**config.mk**
```make
export PLATFORM = sky130hd
export DESIGN_NAME = ser_out_fmt
export DESIGN_NICKNAME = d
export VERILOG_FILES = /design/src/rtl/sof_pkg.sv /design/src/rtl/sof_slot_map.sv /design/src/rtl/sof_lane.sv /design/src/rtl/ser_out_fmt.sv
export SDC_FILE = /design/constraint.sdc
export NUM_CORES = 1
export LEC_CHECK = 0
export BUFFER_PORTS_ARGS = -buffer_cell sky130_fd_sc_hd__buf_2
export CELL_PAD_IN_SITES_DETAIL_PLACEMENT = 0
export CELL_PAD_IN_SITES_GLOBAL_PLACEMENT = 1
export CORE_ASPECT_RATIO = 0.9
export CORE_MARGIN = 2
export CORE_UTILIZATION = 49
export CTS_CLUSTER_DIAMETER = 120
export DETAILED_ROUTE_END_ITERATION = 10
export GPL_TIMING_DRIVEN = 0
export MAX_ROUTING_LAYER = met4
export PLACE_DENSITY = 0.91
export REMOVE_ABC_BUFFERS = 1
export SLEW_MARGIN = 20
export SYNTH_ARGS = -nofsm -noshare
export SYNTH_HDL_FRONTEND = slang
export SYNTH_HIERARCHICAL = 1
export SYNTH_SLANG_ARGS = --single-unit
```
**constraint.sdc**
```tcl
create_clock -name clk -period 2.06 [get_ports clk]
set_clock_uncertainty 0.15 [all_clocks]
set_input_delay 0.206 -clock clk [delete_from_list [all_inputs] [get_ports clk]]
set_output_delay 0.206 -clock clk [all_outputs]
set_load 0.05 [all_outputs]
```
**src/rtl/sof_pkg.sv**
```systemverilog
// Shared definitions for the serial result formatter.
// Assumes 3-bit result codes; lane state encoding is local to this package.
package sof_pkg;

    // Lane sequencing phases: idle, leading strobe, data, trailing strobe
    typedef enum logic [1:0] {
        PH_IDLE = 2'd0,
        PH_PRE  = 2'd1,
        PH_DATA = 2'd2,
        PH_POST = 2'd3
    } lane_phase_e;

    // Result codes on the parallel source bus
    localparam int SRC_I     = 0;
    localparam int SRC_Q     = 1;
    localparam int SRC_MAG   = 2;
    localparam int SRC_PHASE = 3;
    localparam int SRC_FREQ  = 4;
    localparam int SRC_AGC   = 5;
    localparam int SRC_TERR  = 6;

endpackage

```
**src/rtl/sof_slot_map.sv**
```systemverilog
// Slot map: picks one source word per slot for a lane and applies the
// shared ordering rule (slot after a configured Q slot becomes magnitude).
// Assumes NUM_SRC is a power of two so every select code addresses a word.
module sof_slot_map
    import sof_pkg::*;
#(
    parameter int WORD_W    = 16,
    parameter int MAX_WORDS = 4,
    parameter int NUM_SRC   = 8
) (
    input  logic [NUM_SRC*WORD_W-1:0]            src_flat,
    input  logic [MAX_WORDS*$clog2(NUM_SRC)-1:0] sel_flat,
    input  logic                                 mag_rule,
    output logic [MAX_WORDS*WORD_W-1:0]          words_flat
);

    localparam int SEL_W = $clog2(NUM_SRC);
    localparam logic [SEL_W-1:0] CODE_Q   = SEL_W'(SRC_Q);
    localparam logic [SEL_W-1:0] CODE_MAG = SEL_W'(SRC_MAG);

    logic [SEL_W-1:0] eff_sel [MAX_WORDS];

    // Resolve the effective code of every slot from the configured list
    always_comb begin
        for (int k = 0; k < MAX_WORDS; k++) begin
            eff_sel[k] = sel_flat[k*SEL_W +: SEL_W];
            if (mag_rule && (k > 0) && (sel_flat[(k-1)*SEL_W +: SEL_W] == CODE_Q)) begin
                eff_sel[k] = CODE_MAG;
            end
        end
    end

    // One word multiplexer per slot
    for (genvar gk = 0; gk < MAX_WORDS; gk++) begin : g_slot
        assign words_flat[gk*WORD_W +: WORD_W] = src_flat[int'(eff_sel[gk])*WORD_W +: WORD_W];
    end

    // Rule check: a slot that follows a configured Q slot carries the magnitude word
    always_comb begin
        for (int k = 1; k < MAX_WORDS; k++) begin
            if (mag_rule && (sel_flat[(k-1)*SEL_W +: SEL_W] == CODE_Q)) begin
                assert_mag_follows_q_R10: assert (words_flat[k*WORD_W +: WORD_W] ==
                                                  src_flat[SRC_MAG*WORD_W +: WORD_W])
                    else $error("slot %0d does not carry magnitude", k);
            end
        end
    end

endmodule

```
**src/rtl/sof_lane.sv**
```systemverilog
// Serial lane: captures a frame of words on load and shifts them out MSB
// first, one bit per enabled cycle, with a one-bit-time framing strobe
// before the first bit (early) or after the last bit (late).
// Assumes WORD_W is a power of two; words are truncated to their top bits.
module sof_lane
    import sof_pkg::*;
#(
    parameter int WORD_W    = 16,
    parameter int MAX_WORDS = 4
) (
    input  logic                                   clk,
    input  logic                                   rst_n,
    input  logic                                   ser_en,
    input  logic                                   load,
    input  logic [MAX_WORDS*WORD_W-1:0]            words_in,
    input  logic [((MAX_WORDS>1)?$clog2(MAX_WORDS):1)-1:0] cnt_in,
    input  logic [$clog2(WORD_W)-1:0]              len_in,
    input  logic                                   late_in,
    input  logic                                   inv_in,
    output logic                                   ser_o,
    output logic                                   sync_o
);

    localparam int LEN_W = $clog2(WORD_W);
    localparam int CNT_W = (MAX_WORDS > 1) ? $clog2(MAX_WORDS) : 1;
    localparam logic [LEN_W-1:0] TOP_BIT = LEN_W'(WORD_W - 1);

    lane_phase_e                 phase_q, phase_d;
    logic [MAX_WORDS*WORD_W-1:0] buf_q, buf_d;
    logic [CNT_W-1:0]            word_q, word_d;
    logic [CNT_W-1:0]            cnt_q, cnt_d;
    logic [LEN_W-1:0]            bit_q, bit_d;
    logic [LEN_W-1:0]            stop_q, stop_d;
    logic                        late_q, late_d;
    logic [WORD_W-1:0]           cur_word;

    // Next-state: load restarts the frame, otherwise advance per enabled bit time
    always_comb begin
        phase_d = phase_q;
        buf_d   = buf_q;
        word_d  = word_q;
        cnt_d   = cnt_q;
        bit_d   = bit_q;
        stop_d  = stop_q;
        late_d  = late_q;
        if (load) begin
            phase_d = late_in ? PH_DATA : PH_PRE;
            buf_d   = words_in;
            word_d  = '0;
            cnt_d   = cnt_in;
            bit_d   = TOP_BIT;
            stop_d  = TOP_BIT - len_in;
            late_d  = late_in;
        end else if (ser_en) begin
            case (phase_q)
                PH_PRE: phase_d = PH_DATA;
                PH_DATA: begin
                    if (bit_q == stop_q) begin
                        bit_d = TOP_BIT;
                        if (word_q == cnt_q) begin
                            phase_d = late_q ? PH_POST : PH_IDLE;
                        end else begin
                            word_d = word_q + 1'b1;
                        end
                    end else begin
                        bit_d = bit_q - 1'b1;
                    end
                end
                PH_POST: phase_d = PH_IDLE;
                default: phase_d = PH_IDLE;
            endcase
        end
    end

    // State registers with synchronous active-low reset
    always_ff @(posedge clk) begin
        if (!rst_n) begin
            phase_q <= PH_IDLE;
            buf_q   <= '0;
            word_q  <= '0;
            cnt_q   <= '0;
            bit_q   <= '0;
            stop_q  <= '0;
            late_q  <= 1'b0;
        end else begin
            phase_q <= phase_d;
            buf_q   <= buf_d;
            word_q  <= word_d;
            cnt_q   <= cnt_d;
            bit_q   <= bit_d;
            stop_q  <= stop_d;
            late_q  <= late_d;
        end
    end

    // Output decode: current bit in data phase, strobe in either strobe phase
    assign cur_word = buf_q[int'(word_q)*WORD_W +: WORD_W];
    assign ser_o    = (phase_q == PH_DATA) && cur_word[bit_q];
    assign sync_o   = ((phase_q == PH_PRE) || (phase_q == PH_POST)) ^ inv_in;

    assert_hold_R9: assert property (@(posedge clk) disable iff (!rst_n)
        (!ser_en && !load) |=> ($stable(phase_q) && $stable(bit_q) && $stable(word_q)))
        else $error("lane advanced without enable");

    assert_restart_R7: assert property (@(posedge clk) disable iff (!rst_n)
        load |=> ((word_q == '0) && (bit_q == TOP_BIT) &&
                  (phase_q == ($past(late_in) ? PH_DATA : PH_PRE))))
        else $error("load did not restart the frame");

    assert_bit_range_R3: assert property (@(posedge clk) disable iff (!rst_n)
        (phase_q == PH_DATA) |-> (bit_q >= stop_q))
        else $error("bit index past programmed length");

    assert_word_range_R2: assert property (@(posedge clk) disable iff (!rst_n)
        word_q <= cnt_q)
        else $error("word index past programmed count");

    assert_post_late_only_R5: assert property (@(posedge clk) disable iff (!rst_n)
        (phase_q == PH_POST) |-> late_q)
        else $error("trailing strobe in early mode");

    assert_idle_quiet_R11: assert property (@(posedge clk) disable iff (!rst_n)
        (phase_q == PH_IDLE) |-> (!ser_o && (sync_o == inv_in)))
        else $error("idle lane not quiet");

endmodule

```
**src/rtl/ser_out_fmt.sv**
```systemverilog
// Two-lane serial result formatter: each lane selects its own list of
// result words, both lanes restart together on load and share length,
// sync mode, polarity and the ordering rule.
// Assumes the result bus is stable in the cycle load is high.
module ser_out_fmt
    import sof_pkg::*;
#(
    parameter int WORD_W    = 16,
    parameter int MAX_WORDS = 4,
    parameter int NUM_SRC   = 8
) (
    input  logic                                 clk,
    input  logic                                 rst_n,
    input  logic                                 ser_en,
    input  logic                                 load,
    input  logic [NUM_SRC*WORD_W-1:0]            src_words,
    input  logic [((MAX_WORDS>1)?$clog2(MAX_WORDS):1)-1:0] cfg_cnt_a,
    input  logic [((MAX_WORDS>1)?$clog2(MAX_WORDS):1)-1:0] cfg_cnt_b,
    input  logic [MAX_WORDS*$clog2(NUM_SRC)-1:0] cfg_sel_a,
    input  logic [MAX_WORDS*$clog2(NUM_SRC)-1:0] cfg_sel_b,
    input  logic [$clog2(WORD_W)-1:0]            cfg_len,
    input  logic                                 cfg_late,
    input  logic                                 cfg_inv,
    input  logic                                 cfg_mag_after_q,
    output logic                                 ser_a,
    output logic                                 ser_b,
    output logic                                 sync_a,
    output logic                                 sync_b
);

    localparam int N_LANES = 2;
    localparam int SEL_W   = $clog2(NUM_SRC);
    localparam int CNT_W   = (MAX_WORDS > 1) ? $clog2(MAX_WORDS) : 1;

    logic [N_LANES-1:0][MAX_WORDS*SEL_W-1:0]  sel_l;
    logic [N_LANES-1:0][CNT_W-1:0]            cnt_l;
    logic [N_LANES-1:0][MAX_WORDS*WORD_W-1:0] words_l;
    logic [N_LANES-1:0]                       ser_l;
    logic [N_LANES-1:0]                       sync_l;

    assign sel_l[0] = cfg_sel_a;
    assign sel_l[1] = cfg_sel_b;
    assign cnt_l[0] = cfg_cnt_a;
    assign cnt_l[1] = cfg_cnt_b;

    // One slot map and one shifting lane per serial output
    for (genvar gl = 0; gl < N_LANES; gl++) begin : g_lane
        sof_slot_map #(
            .WORD_W    (WORD_W),
            .MAX_WORDS (MAX_WORDS),
            .NUM_SRC   (NUM_SRC)
        ) i_map (
            .src_flat   (src_words),
            .sel_flat   (sel_l[gl]),
            .mag_rule   (cfg_mag_after_q),
            .words_flat (words_l[gl])
        );

        sof_lane #(
            .WORD_W    (WORD_W),
            .MAX_WORDS (MAX_WORDS)
        ) i_lane (
            .clk      (clk),
            .rst_n    (rst_n),
            .ser_en   (ser_en),
            .load     (load),
            .words_in (words_l[gl]),
            .cnt_in   (cnt_l[gl]),
            .len_in   (cfg_len),
            .late_in  (cfg_late),
            .inv_in   (cfg_inv),
            .ser_o    (ser_l[gl]),
            .sync_o   (sync_l[gl])
        );
    end

    assign ser_a  = ser_l[0];
    assign ser_b  = ser_l[1];
    assign sync_a = sync_l[0];
    assign sync_b = sync_l[1];

    // Both lanes raise the leading strobe in the same bit time after an early-mode load
    assert_lanes_aligned_R4: assert property (@(posedge clk) disable iff (!rst_n)
        (load && !cfg_late) |=> ((sync_a == sync_b) && (sync_a != cfg_inv) && !ser_a && !ser_b))
        else $error("lanes not aligned on leading strobe");

endmodule

```
; ---- Yosys cells after proc, flatten, opt, wreduce, memory -nomap -nowiden
; Cells that the tools add are included.
[totals]
register_bits = 153
inputBits = 167
out_inout_bits = 4
word_cells = 104
[classes]
n_addsub = 5
magnitude_cmp = 2
eq_ne = 20
n_shift = 10
muxes = 30
n_bitwise = 5
n_reduce_logical = 20
[op_table]
columns = op, n
row1 = $shiftx 128x8->16, 8
row2 = $shiftx 64x7->16, 2
row3 = $mux 4, 8
row4 = $mux 2, 10
row5 = $eq 3x1->1 const B, 6
row6 = $mux 3, 6
row7 = $ne 3x2->1 const B, 4
row8 = $lt 4x5->1 const B, 2
row9 = $bmux 1 s4, 2
row10 = $eq 2x2->1 const B, 4
row11 = $eq 4x4->1, 2
row12 = $logic_and 1x1->1, 8
row13 = $pmux 2 s2, 2
row14 = $reduce_and 4->1, 2
row15 = $sub 4x1->4 const B, 2
row16 = $reduce_and 3->1, 2
row17 = $reduce_bool 2->1, 3
row18 = $add 2x1->2 const B, 2
row19 = $eq 2x1->1 const B, 2
row20 = $eq 2x2->1, 2
row21 = $reduce_and 2->1, 2
row22 = $sub 4x4->4 const A, 1
row23 = $not 1->1, 3
row24 = $logic_or 1x1->1, 2
row25 = other kinds (3), 5

; ---- Longest topological paths before layout
[depth]
depth_word = 6
mapped_depth = 8
mapped_depth_nobuf = 7

; ---- Modules after synthesis
; Netlist, hierarchy kept.
[modules_own_cells]
columns = module, instances, cells_each, area_per_inst_um2, seq_area_each_um2
row1 = sof_slot_map, 2, 480, 4842.1, 0.0
row2 = sof_lane at g_lane[1].i_lane, 1, 339, 3857.4, 1581.5
row3 = sof_lane at g_lane[0].i_lane, 1, 348, 3807.4, 1581.5

; ---- Worst setup path after synthesis
; Ideal clock, no wire load.
[synth_timing]
path_kind = reg2out
startpoint = register g_lane[0].i_lane.bit_q[2]
endpoint = output port ser_a
arrival_time_ns = 1.891
required_ns = 1.704
slack_ns = -0.187
path_stages_with_launch = 7
n_path_buf = 2
cell_sequence = dfxtp_1 -> buf_2 -> buf_1 -> mux2i_1 -> o211ai_1 -> o211ai_1 -> o22ai_1
[synth_via]
elab_chain_len = 3
[synth_rtl]
columns = item, line_no
row1 = from (decl), sof_lane.sv:32  ; logic [LEN_W-1:0] bit_q, bit_d;
row2 = from (signal assigned), sof_lane.sv:90  ; bit_q <= bit_d;
row3 = $bmux 1 s4, sof_lane.sv:98  ; assign ser_o = (phase_q == PH_DATA) && cur_word[bit_q];
row4 = $mux 1 (not written as such), sof_lane.sv:98
row5 = $logic_and 1x1->1, sof_lane.sv:98
row6 = to (decl), ser_out_fmt.sv:25  ; output logic ser_a,
; Every way passes these cells. The select of a mux whose other input is x is not followed.

; ---- Final worst setup path
[layout_timing]
startpoint = register g_lane[1].i_lane.word_q[1]
endpoint = output port ser_b
[layout_via]
elab_chain_len = 4
[layout_rtl]
columns = item, line_no
row1 = from (decl), sof_lane.sv:30  ; logic [CNT_W-1:0] word_q, word_d;
row2 = from (signal assigned), sof_lane.sv:88  ; word_q <= word_d;
row3 = $shiftx 64x7->16, sof_lane.sv:97  ; assign cur_word = buf_q[int'(word_q)*WORD_W +: WORD_W];
row4 = $bmux 1 s4, sof_lane.sv:98
row5 = $mux 1 (not written as such), sof_lane.sv:98
row6 = $logic_and 1x1->1, sof_lane.sv:98
row7 = to (decl), ser_out_fmt.sv:26  ; output logic ser_b,
; Every way passes these cells. The select of a mux whose other input is x is not followed.

==> flow_summary_export.csv <==
group,metric,value,unit
layout,nets,1868,
synthesis,ys_ff_latch,158,
clock_tree,clk_pin_slew,80,ps
layout,final_common_cell,"nor2b_1",
timing,relSlewSlack,32.32,%
power_and_ir_drop,max-vdd-ir-drop,0.0005588,V
floorplan,start_util,49.61,%
timing,drv_slew,0,
clock_tree,ctsLongestPathBuffers,2,
synthesis,synth_area_leaders,"mux4_2 (21%), dfxtp_1 (18%), mux4_1 (10%)",
layout,fin_util,55.06,%
routing,routed-wl-met3,8150,um
power_and_ir_drop,power.leakage,7.080,nW
synthesis,synthesis.area,0.01735,sq mm
global_route,grt_pass1_wl,93030,um
routing,drtIter0Drc,2261,
synthesis,synth-async-reset-ratio,0,%
placed_design,gp_congestion,0.8704,
routing,ant_nets,0,
synthesis,synth_warnings,6,
setup_path,worst-path-max-fanout,5,
timing,hold_violations,0,
setup_path,cp.arrival,2400,ps
setup_path,crit-reg2reg-capture,"g_lane[1].i_lane/phase_q[0]",
timing,setup_viol,3,
layout,mostFrequentLayoutCells,"nor2b_1 (198), mux4_2 (164), buf_2 (150)",
timing,fmax,362.6,MHz
layout,syn_to_final_growth,10.99,%
routing,wl_met1,23410,um
placed_design,placed_cells,2103,
routing,routed-wl-met2,27510,um
clock_tree,cts.sinks,158,
global_route,grt_pass1_vias,15350,
clock_tree,root_buffer,"clkbuf_16",
status,failed_checks,"setup timing",
floorplan,die_w,202.3,um
routing,dr.pass1.iters,6,
synthesis,netlist_instances,1647,
setup_path,r2r_cells,6,
synthesis,synth_seq_area_share,18.23,%
setup_path,cp-start-kind,"flop",
floorplan,num_rows,65,
placed_design,io_buffers,170,
synthesis,synth_edf_count,0,
setup_path,endpoint,"ser_b",
placed_design,dp_hpwl,36530,um
setup_path,cp-end-kind,"output port",
floorplan,die-area,0.03693,sq mm
routing,topRoutingLayerUsed,"met4",
clock_tree,cts_buffers,17,
setup_path,critPathRequiredTime,1700,ps
setup_path,r2r_setup_slack,70,ps
clock_tree,clock_latency,440,ps
synthesis,synth_top_area_cell,"mux4_2",
setup_path,critPathLaunch,"g_lane[1].i_lane/word_q[1]",
routing,drc,0,
synthesis,synth_cell_types,58,
global_route,overflow,0,
routing,wl,62290,um
setup_path,r2r-start,"g_lane[1].i_lane/bit_q[0]",
synthesis,ys.flop_type,"dfxtp_1",
floorplan,fp.dieH,182.5,um
clock_tree,cts_max_level,4,
flow_run,max_cap_viol_count,0,
timing,tightestPinTransition,1015,ps
layout,final_cells,2176,
floorplan,io_pins,171,
floorplan,core,0.03497,sq mm
global_route,antenna_found_initial,1,
global_route,track_usage,33.96,%
timing,timing.final.crit_share,133.9,%
routing,post_drt_wl_per_cell,28.62,um
timing,finalCriticalPeriod,2758,ps
hold_path,hp-class,"in -> reg",
power_and_ir_drop,powerDensity,542.4,mW/mm^2
timing,setup_ws,-697.6,ps
routing,dr_total_vias,16140,
synthesis,syn_area_per_cell,10.53,sq um
status,status,"finished with violations",
clock_tree,cts_tree,"done",
global_route,grt_max_degree,107,
timing,rsz0062_at_grt,"yes",
setup_path,crit_type,"reg -> out",
routing,via_per_inst,7.417,
layout,layout-drive-gt1-share,32.06,%
synthesis,yosysTopAreaCellShare,20.51,%
-- critical path: stages, from the launching register on --
cell and delay, ps:
dfxtp_4 430, mux4_2 590, a22oi_1 270, a31oi_1 150, a21oi_2 220, o21ai_2 130, buf_6 170
-- power breakdown --
group / switching [mW] / internal (mW) / leakage (nW)
combinational: 1.86 / 1.70 / 5.47
sequential: 0.207 / 3.29 / 1.31
clock: 1.52 / 1.87 / 0.301
-- sequential cells by signal, summed over array words and instances (netlist names) --
| name | flops |
|---|---|
| g_lane.i_lane/phase_q | 4 |
| g_lane.i_lane/bit_q | 8 |
| g_lane.i_lane/cnt_q | 4 |
| g_lane.i_lane/word_q | 4 |
| g_lane.i_lane/stop_q | 8 |
| g_lane.i_lane/late_q | 2 |
| g_lane.i_lane/buf_q | 128 |
-- metal layers --
layer / up-vias / global-route usage, %
met5: - / -
met4: 0 / 17.31
met3: 277 / 8.250
met2: 1336 / 50.30
met1: 7896 / 43.36
li1: 6630 / -
-- logic make-up (layout without fill, tap and decap cells) --
family / count (synthesis) / in the layout / synth area share (%)
AO/OA/AOI/OAI: 250 / 250 / 11.29
XOR/XNOR: 18 / 18 / 1.341
adder cells (fa/ha/maj): 8 / 8 / 0.5770
buffers and inverters: 207 / 263 / 6.094
flip-flops: 158 / 158 / 18.23
multiplexers: 458 / 458 / 44.67
other: 0 / 1 / 0
AND/OR/NAND/NOR: 548 / 551 / 17.80
-- cell usage after synthesis, drive strengths merged, types with 2 or more instances --
library cell,n
mux4,224
nor2b,198
dfxtp,158
mux2i,142
nand3,129
nand2,116
o211ai,114
buf,110
mux2,92
clkbuf,80
a311oi,56
nand3b,33
nor2,20
nand2b,18
inv,16
o21ai,15
a21oi,14
xnor2,14
a32o,8
ha,8
o211a,8
o21a,8
a31oi,7
nor3,7
and4bb,6
nand4bb,6
nand4,5
a221o,4
o311a,4
xor2,4
nand4b,3
a21boi,2
a32oi,2
and2,2
and3,2
nor4b,2
o31a,2
o31ai,2
-- area by class of cell --
cell class	instances	area, sq um
fill	3014	15720
clock buffer	18	439.2
clock inverter	14	170.2
antenna	1	2.502
tap	469	586.8
timing repair buffer	214	1466
sequential	158	3196
inverter	17	75.07
multi-input combinational	1285	13320
-- worst min path at each step --
| stage | startpoint | depth (start not counted) | endpoint | slack (ps) |
|---|---|---|---|---|
| after global placement | cfg_cnt_b[1] | 3 | g_lane[1].i_lane/cnt_q[1] | 330 |
| final | rst_n | 2 | g_lane[0].i_lane/buf_q[2] | 40 |
| after global routing | rst_n | 2 | g_lane[0].i_lane/buf_q[8] | 40 |
| after CTS | rst_n | 2 | g_lane[0].i_lane/buf_q[40] | 20 |
| after detailed placement | cfg_cnt_b[0] | 3 | g_lane[1].i_lane/cnt_q[0] | 320 |
| after floorplan | rst_n | 1 | g_lane[0].i_lane/bit_q[3] | 170 |
-- through the flow --
step / instance area (sq um) / hold WS, ps / TNS (ps) / power [mW] / worst slack [ps]
floorplan: 16360 / 173.5 / -18950 / 5.504 / -463.2
global placement: 17790 / 325.3 / -359940 / 6.815 / -2691
detailed placement: 18090 / 322.8 / -85320 / 6.920 / -1163
CTS: 19120 / 20.33 / -1251 / 10.32 / -638.8
global route: 19260 / 38.54 / -1408 / 10.82 / -711.7
finish: 19260 / 36.28 / -1357 / 10.44 / -697.6
-- repair_timing --
| item | in CTS | in global routing |
|---|---|---|
| endpoints found under the setup margin | 106 | 20 |
| hold buffers | 9 | 0 |
| cloned | 1 | 2 |
| resized for setup | 53 | 10 |
| setup buffers | 20 | 8 |
| pin swaps | 6 | 5 |
| endpoints found under the hold margin | 17 | 0 |
Power figures use the tool's default switching activity.
